File: config.mk
export PLATFORM = sky130hd
export DESIGN_NAME = csr_chan_decoder
export DESIGN_NICKNAME = d
export VERILOG_FILES = /design/src/rtl/csr_dec_pkg.sv /design/src/rtl/csr_win_decode.sv /design/src/rtl/csr_route_hold.sv /design/src/rtl/csr_resp_mux.sv /design/src/rtl/csr_chan_decoder.sv
export SDC_FILE = /design/constraint.sdc
export NUM_CORES = 1
export LEC_CHECK = 0
export BUFFER_PORTS_ARGS = -buffer_cell sky130_fd_sc_hd__buf_2
export CAP_MARGIN = 40
export CORE_AREA = 2 2 132 134
export CTS_CLUSTER_SIZE = 12
export DETAILED_ROUTE_END_ITERATION = 7
export DIE_AREA = 0 0 134 136
export PLACE_DENSITY_LB_ADDON = 0.08
export SYNTH_ARGS = -nofsm -noshare
export SYNTH_HDL_FRONTEND = slang
export SYNTH_SLANG_ARGS = --single-unit
File: constraint.sdc
create_clock -name clk -period 3.2 [get_ports clk]
set_input_delay 0.32 -clock clk [delete_from_list [all_inputs] [get_ports clk]]
set_output_delay 0.32 -clock clk [all_outputs]
set_load 0.03 [all_outputs]
File: src/rtl/csr_dec_pkg.sv
package csr_dec_pkg;

  typedef enum logic [1:0] {
    TGT_MAIN = 2'd0,
    TGT_CHAN = 2'd1,
    TGT_NONE = 2'd2
  } tgt_kind_e;

  typedef struct packed {
    tgt_kind_e  kind;
    logic [7:0] chan;
  } route_t;

endpackage

File: src/rtl/csr_win_decode.sv
module csr_win_decode
  import csr_dec_pkg::*;
#(
  parameter int unsigned ADR_W      = 9,
  parameter int unsigned NCH        = 4,
  parameter int unsigned MAIN_LIMIT = 'h80,
  parameter int unsigned WIN_BASE   = 'h80,
  parameter int unsigned WIN_STRIDE = 'h40,
  parameter int unsigned WIN_BYTES  = 32,
  parameter int unsigned POP_BYTES  = 24,
  localparam int unsigned OFF_W     = $clog2(WIN_BYTES)
) (
  input  logic [ADR_W-1:0] adr,
  output route_t           route,
  output logic [OFF_W-1:0] off
);

  logic [NCH-1:0]   hit;
  logic [NCH-1:0]   pop;
  logic [ADR_W-1:0] rel [NCH];

  for (genvar i = 0; i < NCH; i++) begin : g_win
    localparam logic [ADR_W-1:0] LO = ADR_W'(WIN_BASE + i * WIN_STRIDE);
    assign rel[i] = adr - LO;
    assign hit[i] = (adr >= LO) && (rel[i] < ADR_W'(WIN_BYTES));
    assign pop[i] = rel[i] < ADR_W'(POP_BYTES);
  end

  always_comb begin
    route = '{kind: TGT_NONE, chan: 8'd0};
    off   = adr[OFF_W-1:0];
    if (adr < ADR_W'(MAIN_LIMIT)) begin
      route.kind = TGT_MAIN;
    end
    for (int i = 0; i < NCH; i++) begin
      if (hit[i]) begin
        off = rel[i][OFF_W-1:0];
        if (pop[i]) begin
          route.kind = TGT_CHAN;
          route.chan = 8'(i);
        end
      end
    end
  end

endmodule

File: src/rtl/csr_route_hold.sv
module csr_route_hold #(
  parameter int unsigned ADR_W = 9
) (
  input  logic             clk,
  input  logic             rst_n,
  input  logic             cyc,
  input  logic             req,
  input  logic             ack,
  input  logic [ADR_W-1:0] adr_in,
  input  logic             no_target,
  output logic [ADR_W-1:0] adr_cur,
  output logic             null_ack
);

  logic             busy_q, busy_n;
  logic [ADR_W-1:0] adr_q;
  logic             capture;
  logic             null_q, null_n;

  always_comb begin
    capture = req & ~busy_q;
    busy_n  = cyc & (busy_q | req) & ~ack;
    adr_cur = busy_q ? adr_q : adr_in;
    null_n  = req & no_target & ~null_q;
  end

  always_ff @(posedge clk or negedge rst_n) begin
    if (!rst_n) begin
      busy_q <= 1'b0;
      null_q <= 1'b0;
      adr_q  <= '0;
    end else begin
      busy_q <= busy_n;
      null_q <= null_n;
      if (capture) begin
        adr_q <= adr_in;
      end
    end
  end

  assign null_ack = null_q;

endmodule

File: src/rtl/csr_resp_mux.sv
module csr_resp_mux
  import csr_dec_pkg::*;
#(
  parameter int unsigned NCH = 4,
  parameter int unsigned DW  = 32
) (
  input  route_t            route,
  input  logic [NCH-1:0]    c_ack,
  input  logic [NCH*DW-1:0] c_dat_r,
  input  logic              b_ack,
  input  logic [DW-1:0]     b_dat_r,
  input  logic              null_ack,
  output logic              ack,
  output logic [DW-1:0]     dat_r
);

  always_comb begin
    ack   = 1'b0;
    dat_r = '0;
    unique case (route.kind)
      TGT_MAIN: begin
        ack   = b_ack;
        dat_r = b_dat_r;
      end
      TGT_CHAN: begin
        for (int i = 0; i < NCH; i++) begin
          if (route.chan == 8'(i)) begin
            ack   = c_ack[i];
            dat_r = c_dat_r[i*DW +: DW];
          end
        end
      end
      default: begin
        ack = null_ack;
      end
    endcase
  end

endmodule

File: src/rtl/csr_chan_decoder.sv
module csr_chan_decoder
  import csr_dec_pkg::*;
#(
  parameter int unsigned ADR_W      = 9,
  parameter int unsigned DW         = 32,
  parameter int unsigned NCH        = 4,
  parameter int unsigned MAIN_LIMIT = 'h80,
  parameter int unsigned WIN_BASE   = 'h80,
  parameter int unsigned WIN_STRIDE = 'h40,
  parameter int unsigned WIN_BYTES  = 32,
  parameter int unsigned POP_BYTES  = 24,
  localparam int unsigned OFF_W     = $clog2(WIN_BYTES)
) (
  input  logic              clk,
  input  logic              rst_n,
  input  logic              m_cyc,
  input  logic              m_stb,
  input  logic              m_we,
  input  logic [ADR_W-1:0]  m_adr,
  input  logic [DW-1:0]     m_dat_w,
  output logic [DW-1:0]     m_dat_r,
  output logic              m_ack,
  output logic              m_stall,
  output logic              m_err,
  output logic              m_rty,
  output logic              b_cyc,
  output logic              b_stb,
  output logic              b_we,
  output logic [ADR_W-1:0]  b_adr,
  output logic [DW-1:0]     b_dat_w,
  input  logic [DW-1:0]     b_dat_r,
  input  logic              b_ack,
  output logic [NCH-1:0]    c_cyc,
  output logic [NCH-1:0]    c_stb,
  output logic              ch_we,
  output logic [OFF_W-1:0]  ch_adr,
  output logic [DW-1:0]     ch_dat_w,
  input  logic [NCH*DW-1:0] c_dat_r,
  input  logic [NCH-1:0]    c_ack
);

  logic             req;
  logic [ADR_W-1:0] adr_cur;
  logic             null_ack;
  logic             no_target;
  route_t           route;
  logic [OFF_W-1:0] off;

  assign req       = m_cyc & m_stb;
  assign no_target = (route.kind == TGT_NONE);

  csr_route_hold #(.ADR_W(ADR_W)) u_hold (
    .clk       (clk),
    .rst_n     (rst_n),
    .cyc       (m_cyc),
    .req       (req),
    .ack       (m_ack),
    .adr_in    (m_adr),
    .no_target (no_target),
    .adr_cur   (adr_cur),
    .null_ack  (null_ack)
  );

  csr_win_decode #(
    .ADR_W(ADR_W), .NCH(NCH), .MAIN_LIMIT(MAIN_LIMIT), .WIN_BASE(WIN_BASE),
    .WIN_STRIDE(WIN_STRIDE), .WIN_BYTES(WIN_BYTES), .POP_BYTES(POP_BYTES)
  ) u_dec (
    .adr   (adr_cur),
    .route (route),
    .off   (off)
  );

  csr_resp_mux #(.NCH(NCH), .DW(DW)) u_mux (
    .route    (route),
    .c_ack    (c_ack),
    .c_dat_r  (c_dat_r),
    .b_ack    (b_ack),
    .b_dat_r  (b_dat_r),
    .null_ack (null_ack),
    .ack      (m_ack),
    .dat_r    (m_dat_r)
  );

  for (genvar i = 0; i < NCH; i++) begin : g_strobe
    logic sel;
    assign sel      = (route.kind == TGT_CHAN) && (route.chan == 8'(i));
    assign c_cyc[i] = m_cyc & sel;
    assign c_stb[i] = m_stb & sel;
  end

  assign b_cyc    = m_cyc & (route.kind == TGT_MAIN);
  assign b_stb    = m_stb & (route.kind == TGT_MAIN);
  assign b_we     = m_we;
  assign b_adr    = adr_cur;
  assign b_dat_w  = m_dat_w;
  assign ch_we    = m_we;
  assign ch_adr   = off;
  assign ch_dat_w = m_dat_w;

  assign m_stall  = req & ~m_ack;
  assign m_err    = 1'b0;
  assign m_rty    = 1'b0;

endmodule

**After elaboration in Yosys (flattened, before gate mapping)**

Index checks and enable logic that the tools add are counted.
Widths: inputs -> output; s select.

- Register bits after elaboration: 11
- Input port bits: 211
- Output and inout bits: 126
- Logic and storage cells: 80

- Add/subtract/negate cells: 4
- Order comparisons: 13
- Equality and inequality tests: 5
- Muxes and demuxes: 24
- Bitwise gates (word level): 21
- Reduce and logical (&&, ||, !) cells: 10

Operator list:

| kind | count |
|---|---|
| $mux 32 | 4 |
| $mux 10 | 8 |
| $pmux 32 s2 | 1 |
| $lt 9x5->1 const B | 4 |
| $lt 9x6->1 const B | 4 |
| $mux 5 | 4 |
| $ge 9x8->1 const B | 2 |
| $ge 9x9->1 const B | 2 |
| $sub 9x8->9 const B | 2 |
| $sub 9x9->9 const B | 2 |
| $and 1x1->1 | 17 |
| $eq 8x2->1 const B | 2 |
| $lt 9x8->1 const B | 1 |
| $mux 9 | 1 |
| $eq 8x1->1 const B | 1 |
| $logic_and 1x1->1 | 8 |
| $logic_not 8->1 | 1 |
| $mux 1 | 4 |
| $not 1->1 | 3 |
| $eq 2x1->1 const B | 1 |
| $eq 2x2->1 const B | 1 |
| $logic_not 2->1 | 1 |
| $mux 2 | 1 |
| $pmux 1 s2 | 1 |
| $or 1x1->1 | 1 |

**Depth between registers and ports, before layout**

- Depth in word-level cells: 19
- Gate-level depth with buffers: 14
- Mapped depth without buffers: 9

**Modules after synthesis**

From an unflattened synthesis, not the netlist that was laid out.

- Cells, all modules: 251
- Area, all modules: 2,707.6 um2

By module, submodules not included:

| module | instances | cells each | area each (um2) | seq. area each (um2) |
|---|---|---|---|---|
| csr_resp_mux | 1 | 86 | 1,169.9 | 0.0 |
| csr_chan_decoder | 1 | 94 | 728.2 | 0.0 |
| csr_route_hold | 1 | 36 | 553.0 | 275.3 |
| csr_win_decode | 1 | 35 | 256.5 | 0.0 |

**Least setup slack after synthesis**

Ideal clock, no wire load.

- Path kind: reg2out
- Start point: register u_hold.busy_q
- End point: output port m_dat_r[25]
- Arrival time: 3.086 ns
- Data required time: 2.880 ns
- Path slack: -0.206 ns
- Stages on the path, launching flop included: 15
- Path buffers: 5
- Cells stage by stage: dfrtp_1 -> buf_6 -> buf_6 -> buf_2 -> mux2_2 -> inv_1 -> ha_1 -> inv_1 -> a211o_1 -> nand2b_4 -> buf_6 -> buf_6 -> o21ai_2 -> a311oi_1 -> o31ai_1

- Word-level cells in the longest chain between the ends: 17
- Elaborated cells between the ends (all ways): 42
- Those cells by class: add/sub: 4; order compare: 13; eq/ne: 4; mux: 15; reduce/logical: 6

RTL lines:

| element | line | text |
|---|---|---|
| start: declaration | csr_route_hold.sv:15 | `logic busy_q, busy_n;` |
| start signal: assignment | csr_route_hold.sv:33 | `busy_q <= busy_n;` |
| $mux 9 (*) | csr_route_hold.sv:23 | `adr_cur = busy_q ? adr_q : adr_in;` |
| named net b_adr[7] | csr_chan_decoder.sv:29 | `output logic [ADR_W-1:0] b_adr,` |
| $sub 9x8->9 | csr_win_decode.sv:24 | `assign rel[i] = adr - LO;` |
| $lt 9x6->1 | csr_win_decode.sv:25 | `assign hit[i] = (adr >= LO) && (rel[i] < ADR_W'(WIN_BYTES));` |
| $logic_and 1x1->1 | csr_win_decode.sv:25 |  |
| $mux 10 | csr_win_decode.sv:36 | `if (hit[i]) begin` |
| $mux 10 | csr_win_decode.sv:38 | `if (pop[i]) begin` |
| $mux 10 | csr_win_decode.sv:36 |  |
| $mux 10 | csr_win_decode.sv:38 |  |
| $mux 10 | csr_win_decode.sv:36 |  |
| $mux 10 | csr_win_decode.sv:38 |  |
| $mux 10 (*) | csr_win_decode.sv:36 |  |
| $logic_not 8->1 | csr_resp_mux.sv:27 | `if (route.chan == 8'(i)) begin` |
| $mux 32 (4 in series) | csr_resp_mux.sv:27 |  |
| $pmux 32 s2 (*) | csr_resp_mux.sv:20 | `unique case (route.kind)` |
| end: declaration | csr_chan_decoder.sv:21 | `output logic [DW-1:0] m_dat_r,` |

Mark *: on every way through the listed nets, which the timed path passes. The rest lies on a longest branch.

**Worst setup path after layout**

- Start point: register u_hold.busy_q
- End point: output port m_dat_r[0]

- Word-level cells in the longest chain between the ends: 17
- Elaborated cells between the ends (all ways): 42
- Those cells by class: add/sub: 4; order compare: 13; eq/ne: 4; mux: 15; reduce/logical: 6

RTL lines:

| element | line |
|---|---|
| $mux 9 (*) | csr_route_hold.sv:23 |
| $sub 9x8->9 | csr_win_decode.sv:24 |
| $lt 9x6->1 | csr_win_decode.sv:25 |
| $logic_and 1x1->1 | csr_win_decode.sv:25 |
| $mux 10 | csr_win_decode.sv:36 |
| $mux 10 | csr_win_decode.sv:38 |
| $mux 10 | csr_win_decode.sv:36 |
| $mux 10 | csr_win_decode.sv:38 |
| $mux 10 | csr_win_decode.sv:36 |
| $mux 10 | csr_win_decode.sv:38 |
| $mux 10 (*) | csr_win_decode.sv:36 |
| $logic_not 8->1 | csr_resp_mux.sv:27 |
| $mux 32 (4 in series) | csr_resp_mux.sv:27 |
| $pmux 32 s2 (*) | csr_resp_mux.sv:20 |

Every way passes the cells marked *; elsewhere a longest branch is shown, timed or not.

==> metrics.md <==
| Metric | Value |
|---|---|
| Status | complete, no violations |
| Yosys reg bits | 11 |
| Final Wtd Congestion | slightly below 0.8 |
| Fin Clk Skew | approximately 1.3 ps |
| Routed Antenna Nets | 0 |
| Power per cell area | around 400 nW/µm² |
| Std-Cell Rows | 48 |
| Chip height | about 140 µm |
| Finished Layout Cells | ~760 |
| Largest net degree at the start of global routing | 32 |
| Fin. max-slew vios | 0 |
| Worst path slowest cell | dfrtp_2 |
| Switching pwr | about 0.82 mW |
| Period utilization | around 95% |
| Mapped Cells | 370 |
| Initial Utilization | approximately 16% |
| Yosys cell types | 45 |
| DP Cell Count | between 700 and 800 |
| Clock root buffer master | clkbuf_16 |
| Part of the power in registers | 12.6% |
| Main synth FF type | dfrtp_1 |
| Gate power share | between 70% and 80% |
| DRC | 0 |
| Cell leakage power | between 2 and 2.5 nW |
| H-Tree Depth | 1 |
| Setup Viol. Count Final | 0 |
| Drt first pass iters | 4 |
| Post-synth EDFFs | 0 |
| Final hold vios | 0 |
| Crit Path Category | flip-flop to primary output |
| Clk sinks | 11 |
| YS warnings | 0 |
| Syn Area/Cell | 7.51 µm² |
| Max Cap Viol | 0 |
| Final Total Pwr | about 1.6 mW |
| Final setup TNS | 0 ps |
| Nets | between 700 and 800 |
| P&R area growth vs syn | 41.4% |
| ANT cells | 0 |
| Mux cell area share after synthesis | under 10% |
| CTS Buf Count | 3 |
| Hold WC Path Type | input pin to flip-flop |
| Hold Slack | 328 ps |
| Routed wire length per instance | between 15 and 20 µm |
| Post-DP HPWL | between 10000 and 15000 µm |
| IO Pins | approximately 340 |
| Vias | about 3.5k |
| Initial DRC Count | about 160 |
| CTS tree | done |
| Mapped cell area | about 2800 µm² |
| Hold depth | 2 |
| R2r worst-path depth | 10 |
| CP required | around 2900 ps |
| Async S/R FF share, synth | 100% |
| FILL cells | 1978 |
| Reg2Reg Launch Point | u_hold.busy_q$_DFF_PN0_ |
| Register area share after synthesis | roughly a tenth |
| Synth Area in Compound Gates | about 38% |
| VDD IR max | roughly 230 µV |
| Overall Global Routing Usage | 15.4% |
| Total Routed Length | approximately 15000 µm |
| RSZ-0062 raised after global routing | no |
| Initial antenna violation count | 1 |
| Crit path max-delay family | compound AO/OA/AOI/OAI gates |
| Sw Ratio | 51.8% |
| Worst-Skew Late Latency | roughly 240 ps |
| Slew headroom | between 50% and 60% |
| Routed vias/inst | around 4.6 |
| Crit Path Max Fanout | 18 |
| Clock-pin slew on the worst setup and hold paths | 40 ps |
| Worst Setup SP | u_hold.busy_q$_DFF_PN0_ |
| Die X | approximately 130 µm |
| Vias in the first global route | ~3.7k |
| CP Cell Sequence | mux2_2 -> inv_1 -> ha_1 -> nor2_1 -> and3_4 -> buf_8 -> a32oi_1 -> a211o_1 -> a21boi_1 -> clkbuf_4 |
| Adder-Cell Fraction of Synth Area | roughly 1.4% |
| CP Depth | 10 |
| Hold Startpoint | m_adr[2] |
| Share of cells above drive strength 1 | approximately 58% |
| Core footprint | between 15000 and 20000 µm² |
| Internal | 0.767 mW |
| First-pass GRT wire length | about 22000 µm |
| Setup crit start kind | flip-flop |
| GRT overflow | 0 |
| Synth Area in Simple Gates | a little over an eighth |
| Slowest cell delay on critical path | 410 ps |
| Min cycle time layout | just over 3000 ps |
| Worst Path Buf+Inv | 3 |
| F_max | 0.328 GHz |
| Worst Tran Pin Value | 687 ps |
| Longest Clk Path Bufs | 2 |
| Crit path DAT | 2730 ps |
| XOR/XNOR Fraction of Synth Area | 0.315% |
| Port bufs | between 200 and 250 |
| Clock power frac | between 10% and 20% |
| Die ar. | approximately 18000 µm² |
| Largest family of logic cells by synthesized area | compound AO/OA/AOI/OAI gates |
| Worst Setup End Kind | primary output |
## flip-flops by register name, indices dropped and copies added, names as in the netlist
name,count
u_hold.busy_q,1
u_hold.adr_q,9
u_hold.null_ack,1
## timing repair
item	in CTS	in global routing
resized for setup	2	19
pin swaps	0	1
setup endpoints to repair	15	28
buffers inserted	2	6
hold buffers	1	0
endpoints found under the hold margin	11	0
## final timing paths
path                       slack (ps)                     endpoint
max reg2reg                       820      u_hold.busy_q$_DFF_PN0_
max                               150                   m_dat_r[0]
min                               330  u_hold.adr_q[2]$_DFFE_PN0P_
min in group asynchronous         490  u_hold.adr_q[4]$_DFFE_PN0P_
max in group asynchronous        2460      u_hold.busy_q$_DFF_PN0_
min reg2reg                       430    u_hold.null_ack$_DFF_PN0_
## cells in the final DEF (no fill, tap or decap), types with 2 or more instances in the layout
| cell type | count |
|---|---|
| a211o_1 | 2 |
| a21o_1 | 30 |
| a311oi_1 | 21 |
| a311oi_2 | 10 |
| a31oi_1 | 3 |
| buf_12 | 4 |
| buf_2 | 233 |
| buf_4 | 22 |
| buf_8 | 2 |
| clkbuf_16 | 3 |
| clkbuf_4 | 2 |
| conb_1 | 2 |
| dfrtp_1 | 10 |
| ha_1 | 3 |
| inv_1 | 11 |
| mux2_2 | 14 |
| nand2_1 | 11 |
| nand3_1 | 32 |
| nor2_1 | 13 |
| nor3_1 | 4 |
| nor4bb_1 | 2 |
| o21ai_0 | 32 |
| o21ai_1 | 3 |
| o22ai_1 | 31 |
## per-stage QoR
stage               area (µm²)  setup slack (ps)  utilization, %
floorplan                 2790              23.8               -
global placement          3660               204            21.7
detailed placement        3660               204            21.7
CTS                       3790              38.7            22.4
global route              3930              8.75            23.3
finish                    3930               153            23.3
## final cells by class
class,count,area [µm²],area share [%]
clock inverters,1,5.00,0.127
repair buffers,265,1480,37.6
multi-input cells,241,1770,45.1
flip-flops and latches,11,277,7.04
clock buffers,3,75.1,1.91
well taps,225,282,7.17
inverters,11,41.3,1.05
## cells in the mapped netlist (all sizes together), types with 3 or more instances
cell	count	area (µm²)
nand2	11	41.3
nand3	32	160
a311oi	31	272
a21o	30	225
o22ai	32	200
ha	3	37.5
clkbuf	10	37.5
a31oi	5	52.6
mux2	15	173
inv	11	41.3
nor2	14	52.6
nor3	4	20.0
buf	98	762
o21ai	36	184
dfrtp	11	275
## power by group through the flow
stage                     logic (mW)  registers (mW)  clock network [mW]
final                           1.16           0.201               0.234
after global routing            1.24           0.205               0.248
after floorplan                0.888           0.189                   0
after CTS                       1.13           0.201               0.241
after global placement          1.12           0.202                   0
after detailed placement        1.12           0.202                   0
## logic make-up after synthesis
| kind of cell | after synthesis |
|---|---|
| other | 1 |
| muxes | 16 |
| adders and majority gates | 3 |
| and+or+nand+nor | 72 |
| xor gates and xnor gates | 1 |
| buffers and inverters | 119 |
| DFF | 11 |
| AOI/OAI and AO/OA | 147 |
## worst register-to-register path, delay by kind of cell (launching register included)
family,cells,cell delay [ps]
AO/OA/AOI/OAI,2,430
flip-flops,1,410
AND/OR/NAND/NOR,3,480
buffers and inverters,3,320
multiplexers,1,390
adder cells (fa/ha/maj),1,240
## routing by layer
| metal | GRT usage (%) | vias to the layer above | share of wire (%) | wire [µm] |
|---|---|---|---|---|
| met2 | 28.4 | 201 | 50 | 7500 |
| met3 | 3.65 | 17 | 8.0 | 1210 |
| met1 | 18.2 | 1630 | 41 | 6180 |
| li1 | - | 1640 | - | - |
| met5 | 0 | - | 0.086 | 13 |
| met4 | 2.60 | 2 | 1.4 | 219 |
No activity file was read; power rests on OpenSTA's default activity.
